File: src/rtl/sram_ctrl_pkg.sv
package sram_ctrl_pkg;

  typedef enum logic [2:0] {
    ST_IDLE, ST_ADDR, ST_RD, ST_TURN, ST_WR, ST_WREC, ST_SLEEP, ST_WAKE
  } seq_state_t;

  // Whole clock cycles covering a time in ns, never less than one
  function automatic int ns_to_cyc(input int ns, input int period);
    int c;
    c = (ns + period - 1) / period;
    return (c < 1) ? 1 : c;
  endfunction

  function automatic int imax(input int a, input int b);
    return (a > b) ? a : b;
  endfunction

endpackage

File: src/rtl/sram_phase_timer.sv
module sram_phase_timer #(
  parameter int CNT_W = 3
) (
  input  logic             clk,
  input  logic             rst,
  input  logic             load,
  input  logic [CNT_W-1:0] load_val,
  output logic             expired
);
  logic [CNT_W-1:0] cnt_q;

  always_ff @(posedge clk) begin
    if (rst)                 cnt_q <= '0;
    else if (load)           cnt_q <= load_val;
    else if (cnt_q != '0)    cnt_q <= cnt_q - 1'b1;
  end

  assign expired = (cnt_q == '0);
endmodule

File: src/rtl/sram_data_path.sv
module sram_data_path #(
  parameter int ADDR_W = 19,
  parameter int DATA_W = 8
) (
  input  logic              clk,
  input  logic              rst,
  input  logic              accept,
  input  logic              capture,
  input  logic [ADDR_W-1:0] addr_i,
  input  logic [DATA_W-1:0] wdata_i,
  input  logic [DATA_W-1:0] mem_dq_i,
  output logic [ADDR_W-1:0] mem_addr_o,
  output logic [DATA_W-1:0] mem_dq_o,
  output logic [DATA_W-1:0] rdata_o
);
  // Address and write data change only at acceptance, while deselected
  always_ff @(posedge clk) begin
    if (rst) begin
      mem_addr_o <= '0;
      mem_dq_o   <= '0;
    end else if (accept) begin
      mem_addr_o <= addr_i;
      mem_dq_o   <= wdata_i;
    end
  end

  always_ff @(posedge clk) begin
    if (rst)          rdata_o <= '0;
    else if (capture) rdata_o <= mem_dq_i;
  end
endmodule

File: src/rtl/sram_seq_fsm.sv
module sram_seq_fsm
  import sram_ctrl_pkg::*;
#(
  parameter int N_RD   = 4,
  parameter int N_WR   = 3,
  parameter int N_WREC = 1,
  parameter int N_OHZ  = 2,
  parameter int N_REC  = 4,
  parameter int CNT_W  = 3
) (
  input  logic             clk,
  input  logic             rst,
  input  logic             req_i,
  input  logic             we_i,
  input  logic             stby_i,
  input  logic             expired,
  output logic             load,
  output logic [CNT_W-1:0] load_val,
  output logic             accept,
  output logic             capture,
  output logic             done_o,
  output logic             cs_n_o,
  output logic             cs_o,
  output logic             oe_n_o,
  output logic             we_n_o,
  output logic             dq_oe_o
);
  seq_state_t state_q, state_d;
  logic       op_we_q;
  logic       finish;

  always_comb begin
    state_d = state_q;
    accept  = 1'b0;
    unique case (state_q)
      ST_IDLE: begin
        if (stby_i) state_d = ST_SLEEP;
        else if (req_i) begin
          state_d = ST_ADDR;
          accept  = 1'b1;
        end
      end
      ST_ADDR:  state_d = op_we_q ? ST_WR : ST_RD;
      ST_RD:    if (expired) state_d = ST_TURN;
      ST_TURN:  if (expired) state_d = ST_IDLE;
      ST_WR:    if (expired) state_d = ST_WREC;
      ST_WREC:  if (expired) state_d = ST_IDLE;
      ST_SLEEP: if (!stby_i) state_d = ST_WAKE;
      ST_WAKE:  if (expired) state_d = ST_IDLE;
      default:  state_d = ST_IDLE;
    endcase
  end

  assign capture = (state_q == ST_RD) && expired;
  assign finish  = capture || ((state_q == ST_WR) && expired);
  assign load    = (state_d != state_q);

  always_comb begin
    case (state_d)
      ST_RD:   load_val = CNT_W'(N_RD - 1);
      ST_TURN: load_val = CNT_W'(N_OHZ - 1);
      ST_WR:   load_val = CNT_W'(N_WR - 1);
      ST_WREC: load_val = CNT_W'(N_WREC - 1);
      ST_WAKE: load_val = CNT_W'(N_REC - 1);
      default: load_val = '0;
    endcase
  end

  // State and all pin strobes registered from the next state
  always_ff @(posedge clk) begin
    if (rst) begin
      state_q <= ST_IDLE;
      op_we_q <= 1'b0;
      done_o  <= 1'b0;
      cs_n_o  <= 1'b1;
      cs_o    <= 1'b1;
      oe_n_o  <= 1'b1;
      we_n_o  <= 1'b1;
      dq_oe_o <= 1'b0;
    end else begin
      state_q <= state_d;
      if (accept) op_we_q <= we_i;
      done_o  <= finish;
      cs_n_o  <= !((state_d == ST_RD) || (state_d == ST_WR));
      cs_o    <= (state_d != ST_SLEEP);
      oe_n_o  <= (state_d != ST_RD);
      we_n_o  <= (state_d != ST_WR);
      dq_oe_o <= (state_d == ST_WR);
    end
  end
endmodule

File: src/rtl/sram_cycle_ctrl.sv
module sram_cycle_ctrl
  import sram_ctrl_pkg::*;
#(
  parameter int ADDR_W    = 19,
  parameter int DATA_W    = 8,
  parameter int CLK_NS    = 20,
  parameter int T_RC_NS   = 70,
  parameter int T_AA_NS   = 70,
  parameter int T_OE_NS   = 35,
  parameter int T_WC_NS   = 70,
  parameter int T_WP_NS   = 50,
  parameter int T_AW_NS   = 55,
  parameter int T_DW_NS   = 30,
  parameter int T_OHZ_NS  = 25
) (
  input  logic              clk,
  input  logic              rst,
  input  logic              req_i,
  input  logic              we_i,
  input  logic [ADDR_W-1:0] addr_i,
  input  logic [DATA_W-1:0] wdata_i,
  input  logic              stby_i,
  output logic              done_o,
  output logic [DATA_W-1:0] rdata_o,
  output logic [ADDR_W-1:0] mem_addr_o,
  output logic              mem_cs_n_o,
  output logic              mem_cs_o,
  output logic              mem_oe_n_o,
  output logic              mem_we_n_o,
  output logic [DATA_W-1:0] mem_dq_o,
  output logic              mem_dq_oe_o,
  input  logic [DATA_W-1:0] mem_dq_i
);
  localparam int N_RD   = imax(imax(ns_to_cyc(T_AA_NS, CLK_NS), ns_to_cyc(T_RC_NS, CLK_NS)),
                               ns_to_cyc(T_OE_NS, CLK_NS));
  localparam int N_WR   = imax(imax(ns_to_cyc(T_WP_NS, CLK_NS), ns_to_cyc(T_AW_NS, CLK_NS)),
                               ns_to_cyc(T_DW_NS, CLK_NS));
  localparam int N_WREC = imax(1, ns_to_cyc(T_WC_NS, CLK_NS) - N_WR - 1);
  localparam int N_OHZ  = ns_to_cyc(T_OHZ_NS, CLK_NS);
  localparam int N_REC  = ns_to_cyc(T_RC_NS, CLK_NS);
  localparam int N_MAX  = imax(imax(imax(N_RD, N_WR), imax(N_WREC, N_OHZ)), N_REC);
  localparam int CNT_W  = $clog2(N_MAX + 1);

  logic             load, expired, accept, capture;
  logic [CNT_W-1:0] load_val;

  sram_phase_timer #(.CNT_W(CNT_W)) u_timer (
    .clk(clk), .rst(rst), .load(load), .load_val(load_val), .expired(expired)
  );

  sram_seq_fsm #(
    .N_RD(N_RD), .N_WR(N_WR), .N_WREC(N_WREC), .N_OHZ(N_OHZ),
    .N_REC(N_REC), .CNT_W(CNT_W)
  ) u_fsm (
    .clk(clk), .rst(rst), .req_i(req_i), .we_i(we_i), .stby_i(stby_i),
    .expired(expired), .load(load), .load_val(load_val), .accept(accept),
    .capture(capture), .done_o(done_o), .cs_n_o(mem_cs_n_o), .cs_o(mem_cs_o),
    .oe_n_o(mem_oe_n_o), .we_n_o(mem_we_n_o), .dq_oe_o(mem_dq_oe_o)
  );

  sram_data_path #(.ADDR_W(ADDR_W), .DATA_W(DATA_W)) u_dp (
    .clk(clk), .rst(rst), .accept(accept), .capture(capture),
    .addr_i(addr_i), .wdata_i(wdata_i), .mem_dq_i(mem_dq_i),
    .mem_addr_o(mem_addr_o), .mem_dq_o(mem_dq_o), .rdata_o(rdata_o)
  );
endmodule

File: config.mk
export PLATFORM = sky130hd
export DESIGN_NAME = sram_cycle_ctrl
export DESIGN_NICKNAME = d
export VERILOG_FILES = /design/src/rtl/sram_ctrl_pkg.sv /design/src/rtl/sram_phase_timer.sv /design/src/rtl/sram_data_path.sv /design/src/rtl/sram_seq_fsm.sv /design/src/rtl/sram_cycle_ctrl.sv
export SDC_FILE = /design/constraint.sdc
export NUM_CORES = 1
export LEC_CHECK = 0
export ABC_AREA = 0
export BUFFER_PORTS_ARGS = -buffer_cell sky130_fd_sc_hd__buf_4
export CAP_MARGIN = 20
export CORE_ASPECT_RATIO = 2
export CORE_MARGIN = 2
export CORE_UTILIZATION = 30
export DETAILED_ROUTE_END_ITERATION = 7
export GPL_TIMING_DRIVEN = 0
export PLACE_DENSITY = 0.53
export SYNTH_ARGS = -nofsm -noshare
export SYNTH_HDL_FRONTEND = slang
export SYNTH_SLANG_ARGS = --single-unit
File: constraint.sdc
create_clock -name clk -period 4.5 [get_ports clk]
set_clock_uncertainty 0.1 [all_clocks]
set_input_delay 0.9 -clock clk [delete_from_list [all_inputs] [get_ports clk]]
set_output_delay 0.9 -clock clk [all_outputs]
set_load 0.02 [all_outputs]
# After elaboration in Yosys (flattened, before gate mapping)
# Cells that the tools add are included.
[op_classes]
reduce_logical = 11
muxes = 14
n_eq_ne = 15
addsub = 1
[op_table]
columns = ["cell", "n"]
rows = [
  ["3-bit 2-to-1 mux", 9],
  ["3-bit equality test (second input constant)", 6],
  ["3-bit case mux with 6 select lines", 1],
  ["3-bit by 2-bit equality test with 1-bit output (second input constant)", 4],
  ["3-bit zero test", 2],
  ["3-bit != test (second input constant)", 2],
  ["2-bit case mux with 3 select lines", 1],
  ["3-bit by 1-bit equality test with 1-bit output (second input constant)", 1],
  ["1-bit 2-to-1 mux", 3],
  ["3-bit by 2-bit != test with 1-bit output (second input constant)", 1],
  ["3-bit != test", 1],
  ["3-bit nonzero test", 1],
  ["3-bit OR reduction", 1],
  ["3-bit by 1-bit subtractor with 3-bit output (second input constant)", 1],
  ["1-bit logical AND", 2],
  ["1-bit logical OR", 2],
  ["2-bit nonzero test", 1],
  ["2-bit OR reduction", 1],
  ["1-bit zero test", 1],
]
[totals]
input_bits = 40
out_inout_bits = 41
ff_bits = 48
word_cells = 53

# Longest topological paths before layout
[logic_depth]
word_depth = 7
mapped_depth = 8

# Hierarchy
# From an unflattened synthesis, not the netlist that was laid out.
[unflattened]
hier_cells = 194
area_unflattened_um2 = 2048.2
[modules_own_cells]
columns = ["mod", "cells_each", "area_each_um2", "n_inst", "seq_area_each_um2"]
rows = [
  ["sram_data_path", 113, 1258.7, 1, 700.7],
  ["sram_seq_fsm", 59, 583.1, 1, 200.2],
  ["sram_phase_timer", 22, 206.4, 1, 60.1],
]

# Worst setup path after synthesis
# OpenSTA, ideal clock, no wires.
[synth_path]
path_type = "in2reg"
startpoint = "in req_i"
endpoint = "reg u_dp.mem_addr_o[10]"
path_stages = 5
arrival_time_ns = 1.876
slack_ns = 2.453
setup_ns = 0.070
cell_sequence = "or3b_4 > nor3_4 > buf_6 > nand2_1 > a21oi_1"
[synth_via]
elab_chain_cells = 3
[synth_lines]
columns = ["element", "line_no", "rtl"]
rows = [
  ["from (decl)", "sram_cycle_ctrl.sv:18", "input logic req_i,"],
  ["1-bit 2-to-1 mux", "sram_seq_fsm.sv:38", "else if (req_i) begin"],
  ["1-bit 2-to-1 mux", "sram_seq_fsm.sv:37", "if (stby_i) state_d = ST_SLEEP;"],
  ["1-bit 2-to-1 mux", "sram_seq_fsm.sv:35", "unique case (state_q)"],
  ["to (signal assigned)", "sram_data_path.sv:22", "mem_addr_o <= addr_i;"],
  ["to (decl)", "sram_data_path.sv:12", "output logic [ADDR_W-1:0] mem_addr_o,"],
]
# Every way passes these cells.
# A chain may end at the register's enable or synchronous reset.

# Worst setup path in the final report
[layout_path]
startpoint = "in req_i"
endpoint = "reg u_dp.mem_addr_o[8]"
# The elaborated chain is that of the path after synthesis.

==> key figures <==
STA
  • Slew HR: 59.08%
  • Max Freq: roughly 0.5 GHz
  • Fin crit period: 2.038 ns
  • Fin. Hold Viols: 0
  • RSZ-0062 raised after global routing: false
  • Least-Margin Pin Slew: between 0.5 and 0.6 ns
  • Setup TNS: 0 ns
  • Final Cycle Share: 45.28%
  • Max-slew violations: 0
  • Setup-failing EPs final: 0

Clock tree
  • Clock sink count: between 40 and 50
  • Root buffer cell: clkbuf_16
  • Total CTS buffers: 5
  • Post-cts hold buffer count: 0
  • Post-CTS Setup Bufs: 0
  • CTS HTree Levels: 2
  • Post-CTS Resized: 0
  • Worst-path clk slew: 0.07 ns
  • CTS tree: done
  • Clock Latency Late Sink: 0.29 ns
  • Largest buffer count on any clock path: 2

Global route
  • Overall global routing resource usage: 14.81%
  • Global-route wire length before repair: around 8 mm
  • Initial antenna violation count: 0
  • Vias in the first global route: 1698
  • Largest net degree at the start of global routing: 17
  • Gr ovfl total: 0

Cells and area
  • Fillers: around 680
  • Reg area: ~960 um2
  • Share of cells above drive strength 1: 32.37%
  • Area occupied by multi-input gates: just under 900 um2
  • Area delta synth->final: 45.32%
  • Final net count: 353
  • Final instance area: approximately 0.0028 mm2
  • Diodes inserted: 0

Routing
  • Remaining antenna violation count: 0
  • DRT iter0 DRCs: 45
  • Via count: 1814
  • Drt pass-1 iters: 4
  • Drt wl/cell: 12.28 um
  • Vias/cell: 4.558
  • Post-route DRC: 0
  • Final WL: 4.886 mm

Setup path
  • Worst Setup Path Type: input port to flop
  • Crit path max-delay cell type: or3b_4
  • R2R Path End: u_fsm.cs_n_o
  • Crit path launch: req_i
  • Max stage delay on crit path: 0.39 ns
  • Critical path capture point type: flop
  • CP max FO: 10
  • CP arrival: 2.16 ns
  • WP buf/inv: 2
  • Crit path max-delay family: simple AND/OR/NAND/NOR gates
  • CP required: ~4.6 ns
  • FF-to-FF Start: u_timer.cnt_q[0]
  • Crit path depth: 6
  • Worst reg2reg setup slack: between 2 and 2.5 ns
  • Startpoint Class: input port
  • Crit path capture: u_dp.mem_addr_o[8]
  • Crit-path cells: buf_4 > or3b_4 > nor3_4 > buf_6 > nand2_1 > a21oi_1
  • Reg2Reg Depth: 7

Placement
  • Dpl hpwl: ~3.9 mm
  • Final RePlAce weighted congestion: 0.8107
  • I/O Buffers: 79
  • Placed Area: 0.002625 mm2

Synth
  • Post-Synthesis Cells: 225
  • Post-synthesis mux area share: 4.161%
  • Synth warn: 0
  • Largest family of logic cells by synthesized area: simple AND/OR/NAND/NOR gates
  • Simple-Gate Fraction of Synth Area: 24.97%
  • Net Count, Synth: 267
  • Netlist cell types: 38
  • Post-Synth Adder-Cell Area: 1.300%
  • Yosys reg bits: 48
  • Post-synthesis sequential area ratio: 49.93%
  • Post-Synth XOR/XNOR Area: roughly 1.4%
  • Compound-cell area share of the yosys netlist: between 10% and 20%
  • Avg Synthesized Cell Area: 8.553 um2
  • Synthesized area: roughly 0.0019 mm2

Power and ir drop
  • Worst VDD drop: 0.2913 mV
  • PD cells: between 500 and 600 mW/mm2
  • Pleak: 1.232 nW

Floorplanning
  • Initial core utilization: 30.75%
  • DIE WIDTH: between 60 and 70 um
  • Die height: between 100 and 150 um
  • # IOs: 81
  • Die area: roughly 0.0071 mm2
  • Row cnt: a little over 40
  • Core Area: 0.006259 mm2

Status
  • Status: complete, no violations

Flow run
  • Maxcap violations: 0

Worst hold path
  • HP Class: flop to flop
[cell usage after synthesis, drive strengths merged]
library cell | instances | area [um2]
nand2 | 62 | 232.7
dfxtp | 48 | 960.9
a21oi | 32 | 163.9
nor2 | 16 | 60.06
buf | 10 | 61.30
mux2i | 8 | 80.08
nand3b | 5 | 37.54
and2 | 4 | 25.02
clkbuf | 4 | 15.01
nand2b | 3 | 18.77
nor2b | 3 | 18.77
a211oi | 2 | 15.01
a21o | 2 | 15.01
ha | 2 | 25.02
inv | 2 | 7.510
nand3 | 2 | 10.01
or3b | 2 | 20.02
xnor2 | 2 | 17.52
a2111oi | 1 | 8.760
a21boi | 1 | 7.510
a221o | 1 | 10.01
and3 | 1 | 6.260
nand4 | 1 | 6.260
nand4b | 1 | 8.760
nor3 | 1 | 16.27
nor3b | 1 | 7.510
nor4 | 1 | 6.260
o211a | 1 | 10.01
o211ai | 1 | 7.510
o21ai | 1 | 5.000
o31a | 1 | 8.760
o41ai | 1 | 16.27
or2 | 1 | 6.260
xor2 | 1 | 8.760
[cell usage in the layout (no fill, tap or decap), types with 2 or more instances in the layout]
cell type,instances
inv_1,2
a21o_1,2
buf_2,7
clkbuf_16,5
nor2b_1,3
a21oi_1,31
xnor2_1,2
clkbuf_1,4
dfxtp_1,48
nand2b_1,3
mux2i_1,8
buf_4,79
nand2_1,62
nand3b_1,5
buf_6,2
nor2_1,16
ha_1,2
a211oi_1,2
and2_1,4
nand3_1,2
[worst min-delay path: cells and delay by family (launching register included)]
family          cells  cell delay [ns]
flops               1             0.31
simple gates        1             0.05
compound gates      1             0.05
[through the flow]
step           utilization (%)  hold WS (ns)  setup WS [ns]  cells  total power [mW]
3_5_place_dp             41.94        0.3483          2.134    390             1.100
3_3_place_gp             41.94        0.3423          2.129    390             1.098
4_1_cts                  44.68        0.3580          2.419    398             1.536
2_1_floorplan                -        0.3585          2.453    225            0.9130
6_report                 44.68        0.3526          2.462    398             1.513
5_1_grt                  44.68        0.3768          2.234    398             1.610
[report_power, final]
part | switching, mW | internal, mW | leakage (nW)
registers | 0.0350 | 0.496 | 0.391
logic | 0.311 | 0.242 | 0.761
clock network | 0.165 | 0.264 | 0.0804
[routing by layer]
layer  global-route usage, %  vias to the layer above  wire length, um  share of wire [%]
met1                   14.07                      812             1725                 35
met3                   4.176                        9              307                6.3
met4                   6.232                        0              121                2.5
li1                        -                      919                -                  -
met5                       0                        -                0                  0
met2                   28.10                       74             2732                 56
[state kept, by name, summed over array words and instances (netlist names), 3 cells and up]
| register | flops |
|---|---|
| u_dp.rdata_o | 8 |
| u_timer.cnt_q | 3 |
| u_dp.mem_addr_o | 19 |
| u_dp.mem_dq_o | 8 |
| u_fsm.state_q | 3 |
[cells by family (layout without fill, tap and decap cells)]
| family | after synthesis | after routing |
|---|---|---|
| simple gates | 104 | 104 |
| fa+ha+maj | 2 | 2 |
| compound gates | 44 | 44 |
| xor+xnor | 3 | 3 |
| buf+inv | 16 | 103 |
| mux | 8 | 8 |
| flops | 48 | 48 |
[layout make-up]
type	count	share of cell area (%)
well taps	86	3.848
multi-input cells	161	31.45
clock inverters	3	1.655
inverters	2	0.2685
repair buffers	79	21.21
plain buffers	14	2.729
clock buffers	5	4.474
flip-flops and latches	48	34.36
[worst min path at each step]
stage                             startpoint                  to  cells after the start
after floorplan                u_fsm.op_we_q       u_fsm.op_we_q                      2
after global placement    u_dp.mem_addr_o[5]  u_dp.mem_addr_o[5]                      2
after detailed placement  u_dp.mem_addr_o[3]  u_dp.mem_addr_o[3]                      2
after CTS                 u_dp.mem_addr_o[3]  u_dp.mem_addr_o[3]                      2
after global routing      u_dp.mem_addr_o[6]  u_dp.mem_addr_o[6]                      2
final                     u_dp.mem_addr_o[3]  u_dp.mem_addr_o[3]                      2
Power figures use the tool's default switching activity.
